**config.mk**
```make
export PLATFORM = sky130hd
export DESIGN_NAME = tmr16_split
export DESIGN_NICKNAME = d
export VERILOG_FILES = /design/src/rtl/tmr_pkg.sv /design/src/rtl/tmr_prescale.sv /design/src/rtl/tmr_bus_decode.sv /design/src/rtl/tmr16_split.sv
export SDC_FILE = /design/constraint.sdc
export NUM_CORES = 1
export LEC_CHECK = 0
export CELL_PAD_IN_SITES_DETAIL_PLACEMENT = 0
export CELL_PAD_IN_SITES_GLOBAL_PLACEMENT = 1
export CORE_ASPECT_RATIO = 1.2
export CORE_UTILIZATION = 33
export CTS_CLUSTER_DIAMETER = 100
export DETAILED_ROUTE_END_ITERATION = 8
export PLACE_DENSITY_LB_ADDON = 0.1
export SYNTH_ARGS = -nofsm -noshare
export SYNTH_HDL_FRONTEND = slang
export SYNTH_HIERARCHICAL = 1
export SYNTH_SLANG_ARGS = --single-unit
```
**constraint.sdc**
```tcl
create_clock -name clk -period 3.21 [get_ports clk]
set_clock_uncertainty 0.15 [all_clocks]
set_input_delay 0.8025 -clock clk [delete_from_list [all_inputs] [get_ports clk]]
set_output_delay 0.8025 -clock clk [all_outputs]
set_load 0.03 [all_outputs]
```
**src/rtl/tmr_pkg.sv**
```systemverilog
package tmr_pkg;

    parameter int unsigned TMR_BYTE_W = 8;
    parameter int unsigned TMR_SEL_W  = 2;

    localparam int unsigned TMR_CNT_W    = 2 * TMR_BYTE_W;
    localparam int unsigned TMR_RUN_BIT  = TMR_SEL_W;
    localparam int unsigned TMR_OVF_BIT  = TMR_BYTE_W - 1;

    typedef enum logic [1:0] {
        REG_LO   = 2'd0,
        REG_HOLD = 2'd1,
        REG_CTL  = 2'd2,
        REG_NONE = 2'd3
    } reg_sel_e;

    typedef struct packed {
        logic [TMR_BYTE_W-1:0] cnt_hi;
        logic [TMR_BYTE_W-1:0] cnt_lo;
        logic [TMR_BYTE_W-1:0] hold;
        logic                  ovf;
        logic                  run;
        logic [TMR_SEL_W-1:0]  psel;
    } tmr_state_t;

endpackage

```
**src/rtl/tmr_prescale.sv**
```systemverilog
module tmr_prescale #(
    parameter int unsigned SEL_W = 2
) (
    input  logic             clk,
    input  logic             rst_n,
    input  logic             step_en,
    input  logic             restart,
    input  logic [SEL_W-1:0] sel,
    output logic             tick
);
    localparam int unsigned PHASE_W = (1 << SEL_W) - 1;

    logic [PHASE_W-1:0] phase_d, phase_q;
    logic [PHASE_W-1:0] limit;

    always_comb begin
        limit   = PHASE_W'((1 << sel) - 1);
        tick    = 1'b0;
        phase_d = phase_q;
        if (restart) begin
            phase_d = '0;
        end else if (step_en) begin
            if (phase_q >= limit) begin
                tick    = 1'b1;
                phase_d = '0;
            end else begin
                phase_d = phase_q + 1'b1;
            end
        end
    end

    always_ff @(posedge clk) begin
        if (!rst_n) phase_q <= '0;
        else        phase_q <= phase_d;
    end

    AST_PHASE_HOLD: assert property (@(posedge clk) disable iff (!rst_n)
        (!step_en && !restart) |=> $stable(phase_q));
    AST_PHASE_RESTART: assert property (@(posedge clk) disable iff (!rst_n)
        restart |=> (phase_q == '0));
    AST_TICK_GATED: assert property (@(posedge clk) disable iff (!rst_n)
        tick |-> step_en);

endmodule

```
**src/rtl/tmr_bus_decode.sv**
```systemverilog
module tmr_bus_decode
    import tmr_pkg::*;
#(
    parameter int unsigned BYTE_W = TMR_BYTE_W
) (
    input  logic              bus_we,
    input  logic              bus_re,
    input  logic [1:0]        bus_addr,
    input  logic [BYTE_W-1:0] lo_img,
    input  logic [BYTE_W-1:0] hold_img,
    input  logic [BYTE_W-1:0] ctl_img,
    output logic              wr_lo,
    output logic              wr_hold,
    output logic              wr_ctl,
    output logic              rd_lo,
    output logic [BYTE_W-1:0] rdata
);
    reg_sel_e sel;

    always_comb begin
        sel     = reg_sel_e'(bus_addr);
        wr_lo   = bus_we && (sel == REG_LO);
        wr_hold = bus_we && (sel == REG_HOLD);
        wr_ctl  = bus_we && (sel == REG_CTL);
        rd_lo   = bus_re && (sel == REG_LO);
        unique case (sel)
            REG_LO:   rdata = lo_img;
            REG_HOLD: rdata = hold_img;
            REG_CTL:  rdata = ctl_img;
            default:  rdata = '0;
        endcase
    end

endmodule

```
**src/rtl/tmr16_split.sv**
```systemverilog
module tmr16_split
    import tmr_pkg::*;
(
    input  logic                  clk,
    input  logic                  rst_n,
    input  logic                  bus_we,
    input  logic                  bus_re,
    input  logic [1:0]            bus_addr,
    input  logic [TMR_BYTE_W-1:0] bus_wdata,
    output logic [TMR_BYTE_W-1:0] bus_rdata,
    input  logic                  cnt_en,
    output logic                  ovf_flag
);
    localparam logic [TMR_CNT_W-1:0] CNT_TOP = '1;

    tmr_state_t st_d, st_q;

    logic                  wr_lo, wr_hold, wr_ctl, rd_lo;
    logic                  tick, step_en;
    logic [TMR_BYTE_W-1:0] ctl_img;
    logic [TMR_CNT_W-1:0]  cnt_now, cnt_inc;
    logic                  ovf_set, ovf_clr;

    tmr_bus_decode #(.BYTE_W(TMR_BYTE_W)) u_dec (
        .bus_we   (bus_we),
        .bus_re   (bus_re),
        .bus_addr (bus_addr),
        .lo_img   (st_q.cnt_lo),
        .hold_img (st_q.hold),
        .ctl_img  (ctl_img),
        .wr_lo    (wr_lo),
        .wr_hold  (wr_hold),
        .wr_ctl   (wr_ctl),
        .rd_lo    (rd_lo),
        .rdata    (bus_rdata)
    );

    assign step_en = st_q.run && cnt_en;

    tmr_prescale #(.SEL_W(TMR_SEL_W)) u_pre (
        .clk     (clk),
        .rst_n   (rst_n),
        .step_en (step_en),
        .restart (wr_lo),
        .sel     (st_q.psel),
        .tick    (tick)
    );

    always_comb begin
        ctl_img                   = '0;
        ctl_img[TMR_SEL_W-1:0]    = st_q.psel;
        ctl_img[TMR_RUN_BIT]      = st_q.run;
        ctl_img[TMR_OVF_BIT]      = st_q.ovf;
    end

    always_comb begin
        st_d    = st_q;
        cnt_now = {st_q.cnt_hi, st_q.cnt_lo};
        cnt_inc = cnt_now + 1'b1;
        ovf_set = tick && !wr_lo && (cnt_now == CNT_TOP);
        ovf_clr = wr_ctl && bus_wdata[TMR_OVF_BIT];

        if (tick && !wr_lo) begin
            st_d.cnt_hi = cnt_inc[TMR_CNT_W-1:TMR_BYTE_W];
            st_d.cnt_lo = cnt_inc[TMR_BYTE_W-1:0];
        end
        if (wr_lo) begin
            st_d.cnt_lo = bus_wdata;
            st_d.cnt_hi = st_q.hold;
        end

        if (wr_hold)    st_d.hold = bus_wdata;
        else if (rd_lo) st_d.hold = st_q.cnt_hi;

        if (wr_ctl) begin
            st_d.run  = bus_wdata[TMR_RUN_BIT];
            st_d.psel = bus_wdata[TMR_SEL_W-1:0];
        end

        st_d.ovf = (st_q.ovf && !ovf_clr) || ovf_set;
    end

    always_ff @(posedge clk) begin
        if (!rst_n) st_q <= '0;
        else        st_q <= st_d;
    end

    assign ovf_flag = st_q.ovf;

    AST_LO_LOAD: assert property (@(posedge clk) disable iff (!rst_n)
        wr_lo |=> ({st_q.cnt_hi, st_q.cnt_lo} == {$past(st_q.hold), $past(bus_wdata)}));
    AST_HOLD_ISOLATED: assert property (@(posedge clk) disable iff (!rst_n)
        wr_hold |=> ({st_q.cnt_hi, st_q.cnt_lo} ==
                     $past({st_q.cnt_hi, st_q.cnt_lo}) + TMR_CNT_W'($past(tick))));
    AST_STOPPED_HOLD: assert property (@(posedge clk) disable iff (!rst_n)
        (!st_q.run && !wr_lo) |=> $stable({st_q.cnt_hi, st_q.cnt_lo}));
    AST_NO_ENABLE: assert property (@(posedge clk) disable iff (!rst_n)
        (!cnt_en && !wr_lo) |=> $stable({st_q.cnt_hi, st_q.cnt_lo}));
    AST_WRAP_FLAG: assert property (@(posedge clk) disable iff (!rst_n)
        (tick && !wr_lo && ({st_q.cnt_hi, st_q.cnt_lo} == CNT_TOP)) |=> ovf_flag);
    AST_FLAG_STICKY: assert property (@(posedge clk) disable iff (!rst_n)
        (ovf_flag && !(wr_ctl && bus_wdata[TMR_OVF_BIT])) |=> ovf_flag);
    AST_RD_SNAPSHOT: assert property (@(posedge clk) disable iff (!rst_n)
        (rd_lo && !wr_hold) |=> (st_q.hold == $past(st_q.cnt_hi)));
    AST_ONE_WRITE: assert property (@(posedge clk) disable iff (!rst_n)
        $onehot0({wr_lo, wr_hold, wr_ctl}));

endmodule

```
==> reports/summary.json, run 1 <==
{
  "result_of_the_run": {"value": "complete, no violations"},
  "multiInputGateArea": {"value": 0.001246, "unit": "mm^2"},
  "drt-pass1-iter-count": {"value": 4},
  "grt_max_degree": {"value": 18},
  "synth_largest_area_cell": {"value": "sky130_fd_sc_hd__dfxtp_1"},
  "clock_insertion_delay_worst_skew": {"value": 0.28, "unit": "ns"},
  "drt-initial-drc-count": {"value": 58},
  "cts.sinks": {"value": 31},
  "synth-main-ff-cell": {"value": "sky130_fd_sc_hd__dfxtp_1"},
  "grt_pass1_wl": {"value": 8625, "unit": "um"},
  "gp_routability_congestion": {"value": 0.7990},
  "detailed_place_hpwl": {"value": 3940, "unit": "um"},
  "grt_setup_unrepaired": {"value": "no"},
  "cts.reportedPaths.clkPinSlew": {"value": 0.07, "unit": "ns"},
  "post-place-cells": {"value": 317},
  "drt_drc_violations_left": {"value": 0},
  "avgViaCountPerCell": {"value": 5.354},
  "cellLeakagePower": {"value": 0.9145, "unit": "nW"},
  "critPathMaxStageDelay": {"value": 0.54, "unit": "ns"},
  "number_of_global_route_vias_before_repair": {"value": 1748},
  "die_w": {"value": 71.71, "unit": "um"},
  "sequential_cell_area": {"value": 620.6, "unit": "um^2"},
  "diodes": {"value": 0},
  "die_area": {"value": 0.006142, "unit": "mm^2"},
  "critical_path.top_delay_family": {"value": "buffers and inverters"},
  "cts_tree": {"value": "done"},
  "fillers": {"value": 595},
  "avgRoutedWirePerCell": {"value": 16.00, "unit": "um"},
  "seq_total_area_yosys": {"value": 32.25, "unit": "%"},
  "fp.dieH": {"value": 85.65, "unit": "um"},
  "cts-root-to-sink-buffers": {"value": 2},
  "synthCells": {"value": 222},
  "worst_pin_slew": {"value": 0.5225, "unit": "ns"},
  "area_of_the_mapped_netlist": {"value": 0.001924, "unit": "mm^2"},
  "hold_start": {"value": "u_pre/phase_q[0]$_SDFFE_PP0P_"},
  "synth_edf_count": {"value": 0},
  "cells_taking_the_most_area_after_synthesis": {"value": "sky130_fd_sc_hd__dfxtp_1 (32%), sky130_fd_sc_hd__mux2i_1 (10%), sky130_fd_sc_hd__o21ai_0 (5.5%)"},
  "track_usage": {"value": 18.51, "unit": "%"},
  "timing.slew.headroom": {"value": 65.06, "unit": "%"},
  "timing.reg2reg.setup_slack": {"value": 0.61, "unit": "ns"},
  "asyncSetResetFlopFracSynth": {"value": 0, "unit": "%"},
  "irDropWorstVdd": {"value": 0.2467, "unit": "mV"},
  "areaGrowthSynthToFinish": {"value": 24.12, "unit": "%"},
  "layout-drive-gt1-share": {"value": 16.86, "unit": "%"},
  "timing.final.crit_share": {"value": 95.24, "unit": "%"},
  "yosysUniqueCellTypes": {"value": 47},
  "finish.net_count": {"value": 280},
  "setup-violations-final": {"value": 0},
  "slowest_stage": {"value": "sky130_fd_sc_hd__clkdlybuf4s50_1"},
  "dr_total_vias": {"value": 1740},
  "timing.critical_path.buf_inv": {"value": 3},
  "num_rows": {"value": 30},
  "initial_core_utilization": {"value": 34.18, "unit": "%"},
  "crit_startpoint": {"value": "bus_addr[0]"},
  "fmax": {"value": 327.1, "unit": "MHz"},
  "antenna_found_initial": {"value": 0},
  "maxSlewViolCount": {"value": 0},
  "worst_hold_slack": {"value": 0.3511, "unit": "ns"},
  "standard_cell_core_area": {"value": 0.005630, "unit": "mm^2"},
  "detail_route.wirelength": {"value": 5200, "unit": "um"},
  "numCtsBuffers": {"value": 5},
  "critPathCaptureType": {"value": "output pin"},
  "synth.top_cell.area_share": {"value": 32.25, "unit": "%"},
  "hold_buffer_count_at_cts": {"value": 0},
  "cap_violations": {"value": 0},
  "cts.root.buffer_cell": {"value": "sky130_fd_sc_hd__clkbuf_8"},
  "port-buffer-count": {"value": 23},
  "number_of_synthesized_register_bits": {"value": 31},
  "final_critical_period": {"value": 3.057, "unit": "ns"},
  "antenna_violating_nets_post_route": {"value": 0},
  "synth.yosys.warnings": {"value": 6},
  "critical_path.max_fanout": {"value": 7},
  "crit_chain": {"value": "clkdlybuf4s50_1 -> nor2b_2 -> buf_4 -> o2bb2ai_1 -> buf_4"},
  "timing.final.hold_violations": {"value": 0},
  "worst-setup-path-type": {"value": "in2out"},
  "clock_tree.htree_level_count": {"value": 2},
  "fin_tns_setup": {"value": 0, "unit": "ns"},
  "critical_path_required": {"value": 2.26, "unit": "ns"},
  "postSynthAreaPerCell": {"value": 8.668, "unit": "um^2"},
  "globalRouteOverflowTotal": {"value": 0},
  "layoutNonFillerInstCount": {"value": 325},
  "classification_of_the_worst_slack_hold_path": {"value": "reg2reg"},
  "ioPinCount": {"value": 24},
  "reg2reg_from": {"value": "ctl_img[1]$_SDFFE_PN0P_"},
  "p_per_area": {"value": 352.6, "unit": "mW/mm^2"},
  "worst-endpoint-arrival": {"value": 2.10, "unit": "ns"},
  "worstSetupStartpointType": {"value": "input pin"},
  "crit_path_frequent_cell": {"value": "sky130_fd_sc_hd__buf_4"}
}
## cells by family after synthesis
family,after synthesis,synth area share (%)
fa+ha+maj,5,3.251
xor+xnor,12,5.462
flops,31,32.25
mux,20,10.40
buf+inv,18,3.966
other cells,1,0.1949
simple gates,78,24.12
compound gates,57,20.35
## routing by layer
metal	share of wire (%)	vias up	global-route usage (%)	wire, um
met5	0	-	0	0
met4	1.6	0	6.239	84
met3	2.4	10	3.408	123
met2	49	28	31.90	2529
met1	47	818	23.02	2463
li1	-	884	-	-
## where the power goes
| part | internal (W) | switching (W) | leakage, nW |
|---|---|---|---|
| clock | 0.000152 | 0.000145 | 0.0422 |
| combinational | 0.0000627 | 0.0000653 | 0.620 |
| sequential | 0.000399 | 0.0000184 | 0.252 |
## sequential cells by signal, indices dropped and copies added (netlist names)
| register | cells |
|---|---|
| ovf_flag | 1 |
| u_pre/phase_q | 3 |
| st_q | 8 |
| cnt_now | 16 |
| ctl_img | 3 |
## through the flow
step	instance area [um^2]	power [W]	worst slack [ns]	utilization (%)
3_5_place_dp	2305	0.0005544	0.06555	40.93
6_report	2389	0.0008421	0.1527	42.42
3_3_place_gp	2305	0.0005555	0.05964	40.93
5_1_grt	2389	0.0008820	0.07312	42.42
4_1_cts	2386	0.0008543	0.05341	42.38
2_1_floorplan	1936	0.0004946	0.5848	-
## worst register-to-register path, cell delays in order (launching register included)
cell and delay [ns]:
sky130_fd_sc_hd__dfxtp_1 0.37, sky130_fd_sc_hd__or2_2 0.31, sky130_fd_sc_hd__ha_1 0.17, sky130_fd_sc_hd__nor2b_2 0.18, sky130_fd_sc_hd__o21ai_1 0.13, sky130_fd_sc_hd__and3b_1 0.30, sky130_fd_sc_hd__nand3_1 0.22, sky130_fd_sc_hd__nor4_1 0.39
sky130_fd_sc_hd__xnor2_1 0.17, sky130_fd_sc_hd__a21oi_1 0.08
## placed cells by master (no fill, tap or decap), types with 3 or more instances in the layout
cell type / n
sky130_fd_sc_hd__a21oi_1: 10
sky130_fd_sc_hd__and2_1: 11
sky130_fd_sc_hd__buf_4: 25
sky130_fd_sc_hd__clkbuf_8: 5
sky130_fd_sc_hd__clkdlybuf4s50_1: 15
sky130_fd_sc_hd__conb_1: 4
sky130_fd_sc_hd__dfxtp_1: 31
sky130_fd_sc_hd__ha_1: 5
sky130_fd_sc_hd__inv_1: 5
sky130_fd_sc_hd__mux2i_1: 20
sky130_fd_sc_hd__nand2_1: 22
sky130_fd_sc_hd__nand2b_1: 3
sky130_fd_sc_hd__nand3_1: 4
sky130_fd_sc_hd__nand4_1: 5
sky130_fd_sc_hd__nor2_1: 4
sky130_fd_sc_hd__nor2b_1: 3
sky130_fd_sc_hd__nor3_1: 5
sky130_fd_sc_hd__nor4_1: 3
sky130_fd_sc_hd__o2111ai_1: 3
sky130_fd_sc_hd__o211a_1: 4
sky130_fd_sc_hd__o21ai_0: 21
sky130_fd_sc_hd__o2bb2ai_1: 8
sky130_fd_sc_hd__xnor2_1: 9
sky130_fd_sc_hd__xor2_1: 3
## area by class of cell
class,count,share of cell area [%]
Clock buffer,7,3.195
Sequential cell,31,25.98
Clock inverter,1,0.2095
Timing Repair Buffer,40,14.14
Inverter,6,0.9429
Tap cell,64,3.353
Multi-Input combinational cell,176,52.17
## repair_timing
item / in CTS / in global routing
endpoints found under the hold margin: 0 / 0
resized for setup: 0 / 1
buffers inserted: 0 / 0
setup endpoints to repair: 0 / 4
## synth_stat cells, drive strengths merged (3+ instances only)
cell type / n
xor2: 3
nand2b: 3
nor2b: 5
nand3: 4
inv: 5
a21oi: 11
nand2: 22
o2bb2ai: 8
nand4: 7
o21ai: 22
clkbuf: 10
o211a: 4
nor4: 3
nor2: 4
mux2i: 20
ha: 5
dfxtp: 31
and2: 11
nor3: 5
o2111ai: 3
xnor2: 9
## final timing paths
check             cells past startpoint                             to
setup / recovery                      5                   bus_rdata[3]
hold / removal                        2  u_pre/phase_q[0]$_SDFFE_PP0P_
setup reg to reg                      9       cnt_now[11]$_SDFFE_PN0P_
hold reg to reg                       2  u_pre/phase_q[0]$_SDFFE_PP0P_
Power figures use the tool's default switching activity.
==> run 2, diff against run 1 <==
--- a/config.mk
+++ b/config.mk
@@ -9,9 +9,11 @@
 export CELL_PAD_IN_SITES_GLOBAL_PLACEMENT = 1
 export CORE_ASPECT_RATIO = 1.2
 export CORE_UTILIZATION = 33
+export CTS_BUF_LIST = sky130_fd_sc_hd__clkbuf_8
 export CTS_CLUSTER_DIAMETER = 100
 export DETAILED_ROUTE_END_ITERATION = 8
 export PLACE_DENSITY_LB_ADDON = 0.1
+export SKIP_LAST_GASP = 1
 export SYNTH_ARGS = -nofsm -noshare
 export SYNTH_HDL_FRONTEND = slang
 export SYNTH_HIERARCHICAL = 1
==> run 2 against run 1 <==
  * Non-clock buffer count stayed put
  * Final cell count stayed put
  * Worst setup slack about the same
  * Critical endpoint unchanged
==> reports/summary.json, run 2 (synthesis gave the netlist of run 1 again) <==
{
  "drt-pass1-iter-count": {"value": 4, "change": "unchanged"},
  "swShare": {"value": 27.45, "unit": "%", "change": "was 27.17%"},
  "gp_routability_congestion": {"value": 0.7990, "change": "unchanged"},
  "critical_path.max_fanout": {"value": 7, "change": "unchanged"},
  "avgViaCountPerCell": {"value": 5.335, "change": "was 5.354"},
  "critPathCaptureType": {"value": "output pin", "change": "unchanged"},
  "wl_met1": {"value": 2451, "unit": "um", "change": "was 2463 um"},
  "critical_path.top_delay_family": {"value": "buffers and inverters", "change": "unchanged"},
  "p_sw": {"value": 0.0002296, "unit": "W", "change": "was 0.0002288 W"},
  "fmax": {"value": 327.1, "unit": "MHz", "change": "about the same"},
  "initial_core_utilization": {"value": 34.18, "unit": "%", "change": "unchanged"},
  "ioPinCount": {"value": 24, "change": "unchanged"},
  "grt_pass1_wl": {"value": 8625, "unit": "um", "change": "unchanged"},
  "setup-violations-final": {"value": 0, "change": "unchanged"},
  "detailed_place_hpwl": {"value": 3940, "unit": "um", "change": "unchanged"},
  "finish.net_count": {"value": 280, "change": "unchanged"},
  "globalRouteOverflowTotal": {"value": 0, "change": "unchanged"},
  "most-common-layout-cells": {"value": "sky130_fd_sc_hd__dfxtp_1 (31), sky130_fd_sc_hd__buf_4 (25), sky130_fd_sc_hd__nand2_1 (22)", "change": "unchanged"},
  "worstSetupStartpointType": {"value": "input pin", "change": "unchanged"},
  "timing.critical_path.buf_inv": {"value": 3, "change": "unchanged"},
  "p_per_area": {"value": 350.2, "unit": "mW/mm^2", "change": "was 352.6 mW/mm^2"},
  "detail_route.wirelength": {"value": 5196, "unit": "um", "change": "was 5200 um"},
  "dr_total_vias": {"value": 1734, "change": "was 1740"},
  "largest_register_ffs": {"value": 16, "change": "unchanged"},
  "worst-setup-path-type": {"value": "in2out", "change": "unchanged"},
  "crit_path_frequent_cell": {"value": "sky130_fd_sc_hd__buf_4", "change": "unchanged"},
  "cellLeakagePower": {"value": 0.9228, "unit": "nW", "change": "was 0.9145 nW"},
  "layout-drive-gt1-share": {"value": 16.86, "unit": "%", "change": "unchanged"},
  "route.top_layer_used": {"value": "met4", "change": "unchanged"},
  "result_of_the_run": {"value": "complete, no violations", "change": "unchanged"},
  "maxSlewViolCount": {"value": 0, "change": "unchanged"},
  "die_w": {"value": 71.71, "unit": "um", "change": "unchanged"},
  "cts.sinks": {"value": 31, "change": "unchanged"},
  "drt_drc_violations_left": {"value": 0, "change": "unchanged"},
  "layout.cells.most_common": {"value": "sky130_fd_sc_hd__dfxtp_1", "change": "unchanged"},
  "timing.final.crit_share": {"value": 95.24, "unit": "%", "change": "about the same"},
  "track_usage": {"value": 18.51, "unit": "%", "change": "unchanged"},
  "power.sequential.fraction": {"value": 49.9, "unit": "%", "change": "was 49.5%"},
  "cap_violations": {"value": 0, "change": "unchanged"},
  "cts_tree": {"value": "done", "change": "unchanged"},
  "num_rows": {"value": 30, "change": "unchanged"},
  "worst_pin_slew": {"value": 0.5225, "unit": "ns", "change": "unchanged"},
  "classification_of_the_worst_slack_hold_path": {"value": "reg2reg", "change": "unchanged"},
  "critPathMaxStageDelay": {"value": 0.54, "unit": "ns", "change": "about the same"},
  "post-route-worst-setup-slack": {"value": 0.1526, "unit": "ns", "change": "was 0.1527 ns"},
  "sequential_cell_area": {"value": 620.6, "unit": "um^2", "change": "unchanged"},
  "slowest_stage": {"value": "sky130_fd_sc_hd__clkdlybuf4s50_1", "change": "unchanged"},
  "overall_power_consumption": {"value": 0.0008365, "unit": "W", "change": "was 0.0008421 W"},
  "postCtsSetupRepairBufs": {"value": 0, "change": "unchanged"},
  "grt_setup_unrepaired": {"value": "no", "change": "unchanged"},
  "crit_chain": {"value": "clkdlybuf4s50_1 -> nor2b_2 -> buf_4 -> o2bb2ai_1 -> buf_4", "change": "unchanged"},
  "die_area": {"value": 0.006142, "unit": "mm^2", "change": "unchanged"},
  "drt-initial-drc-count": {"value": 60, "change": "was 58"},
  "worst_hold_slack": {"value": 0.3511, "unit": "ns", "change": "about the same"},
  "critical_path_required": {"value": 2.26, "unit": "ns", "change": "about the same"},
  "fin_tns_setup": {"value": 0, "unit": "ns", "change": "unchanged"},
  "antenna_violating_nets_post_route": {"value": 0, "change": "unchanged"},
  "clock_tree.htree_level_count": {"value": 2, "change": "unchanged"},
  "met3_wire_length": {"value": 123, "unit": "um", "change": "unchanged"},
  "standard_cell_core_area": {"value": 0.005630, "unit": "mm^2", "change": "unchanged"},
  "finish.utilization": {"value": 42.42, "unit": "%", "change": "unchanged"},
  "wl_met2": {"value": 2537, "unit": "um", "change": "was 2529 um"},
  "multiInputGateArea": {"value": 0.001246, "unit": "mm^2", "change": "unchanged"},
  "timing.final.hold_violations": {"value": 0, "change": "unchanged"},
  "fillers": {"value": 595, "change": "unchanged"},
  "cts-root-to-sink-buffers": {"value": 2, "change": "unchanged"},
  "irDropWorstVdd": {"value": 0.2470, "unit": "mV", "change": "was 0.2467 mV"},
  "antenna_found_initial": {"value": 0, "change": "unchanged"},
  "grt_max_degree": {"value": 18, "change": "unchanged"},
  "cts.reportedPaths.clkPinSlew": {"value": 0.07, "unit": "ns", "change": "about the same"},
  "timing.slew.headroom": {"value": 65.06, "unit": "%", "change": "unchanged"},
  "fp.dieH": {"value": 85.65, "unit": "um", "change": "unchanged"},
  "p_int": {"value": 0.0006069, "unit": "W", "change": "was 0.0006133 W"},
  "diodes": {"value": 0, "change": "unchanged"},
  "avgRoutedWirePerCell": {"value": 15.99, "unit": "um", "change": "was 16.00 um"},
  "number_of_global_route_vias_before_repair": {"value": 1748, "change": "unchanged"},
  "power.share.clock": {"value": 34.8, "unit": "%", "change": "was 35.3%"},
  "post-place-ws": {"value": 0.06555, "unit": "ns", "change": "unchanged"},
  "port-buffer-count": {"value": 23, "change": "unchanged"},
  "power_frac_comb": {"value": 15.3, "unit": "%", "change": "was 15.2%"},
  "final_critical_period": {"value": 3.057, "unit": "ns", "change": "about the same"},
  "numCtsBuffers": {"value": 5, "change": "unchanged"},
  "clock_insertion_delay_worst_skew": {"value": 0.28, "unit": "ns", "change": "about the same"},
  "worst-endpoint-arrival": {"value": 2.10, "unit": "ns", "change": "about the same"},
  "cts.root.buffer_cell": {"value": "sky130_fd_sc_hd__clkbuf_8", "change": "unchanged"},
  "areaGrowthSynthToFinish": {"value": 24.12, "unit": "%", "change": "unchanged"}
}
## run 2: metrics by stage
step | area [um^2] | instances
2_1_floorplan | 1936 | 225
3_3_place_gp | 2305 | 317
3_5_place_dp | 2305 | 317
4_1_cts | 2386 | 325
5_1_grt | 2389 | 325
6_report | 2389 | 325
## run 2: worst paths after layout
check,startpoint,end,slack (ns),depth (start not counted)
setup / recovery,bus_addr[0],bus_rdata[3],0.15,5
hold / removal,u_pre/phase_q[0]$_SDFFE_PP0P_,u_pre/phase_q[0]$_SDFFE_PP0P_,0.35,2
setup reg to reg,ctl_img[1]$_SDFFE_PN0P_,cnt_now[11]$_SDFFE_PN0P_,0.63,9
hold reg to reg,u_pre/phase_q[0]$_SDFFE_PP0P_,u_pre/phase_q[0]$_SDFFE_PP0P_,0.35,2
## run 2: worst min-delay path, delay by kind of cell, from the launching register on
kind / cells / cell delay, ns
AND/OR/NAND/NOR: 1 / 0.07
flip-flops: 1 / 0.33
AO/OA/AOI/OAI: 1 / 0.06
## run 2: area by class of cell
type / count / share of cell area [%]
clock buffers: 5 / 2.881
clock inverters: 3 / 0.5238
well taps: 64 / 3.353
multi-input cells: 176 / 52.17
repair buffers: 40 / 14.14
flip-flops and latches: 31 / 25.98
inverters: 6 / 0.9429
## run 2: timing repair
| item | 4_1_cts | 5_1_grt |
|---|---|---|
| hold buffers | 0 | 0 |
| resized for setup | 0 | 1 |
| endpoints found under the setup margin | 0 | 4 |
## run 2: power groups by stage
stage / clock network [W] / logic (W) / registers, W
after floorplan: 0 / 0.0000743 / 0.000420
after global placement: 0 / 0.000129 / 0.000426
after detailed placement: 0 / 0.000128 / 0.000426
after CTS: 0.000302 / 0.000129 / 0.000417
after global routing: 0.000317 / 0.000140 / 0.000419
final: 0.000291 / 0.000128 / 0.000417
## run 2: layer usage
metal	vias up	GRT usage [%]
met5	-	0
met4	0	6.239
met3	10	3.408
met2	28	31.90
met1	812	23.02
li1	884	-
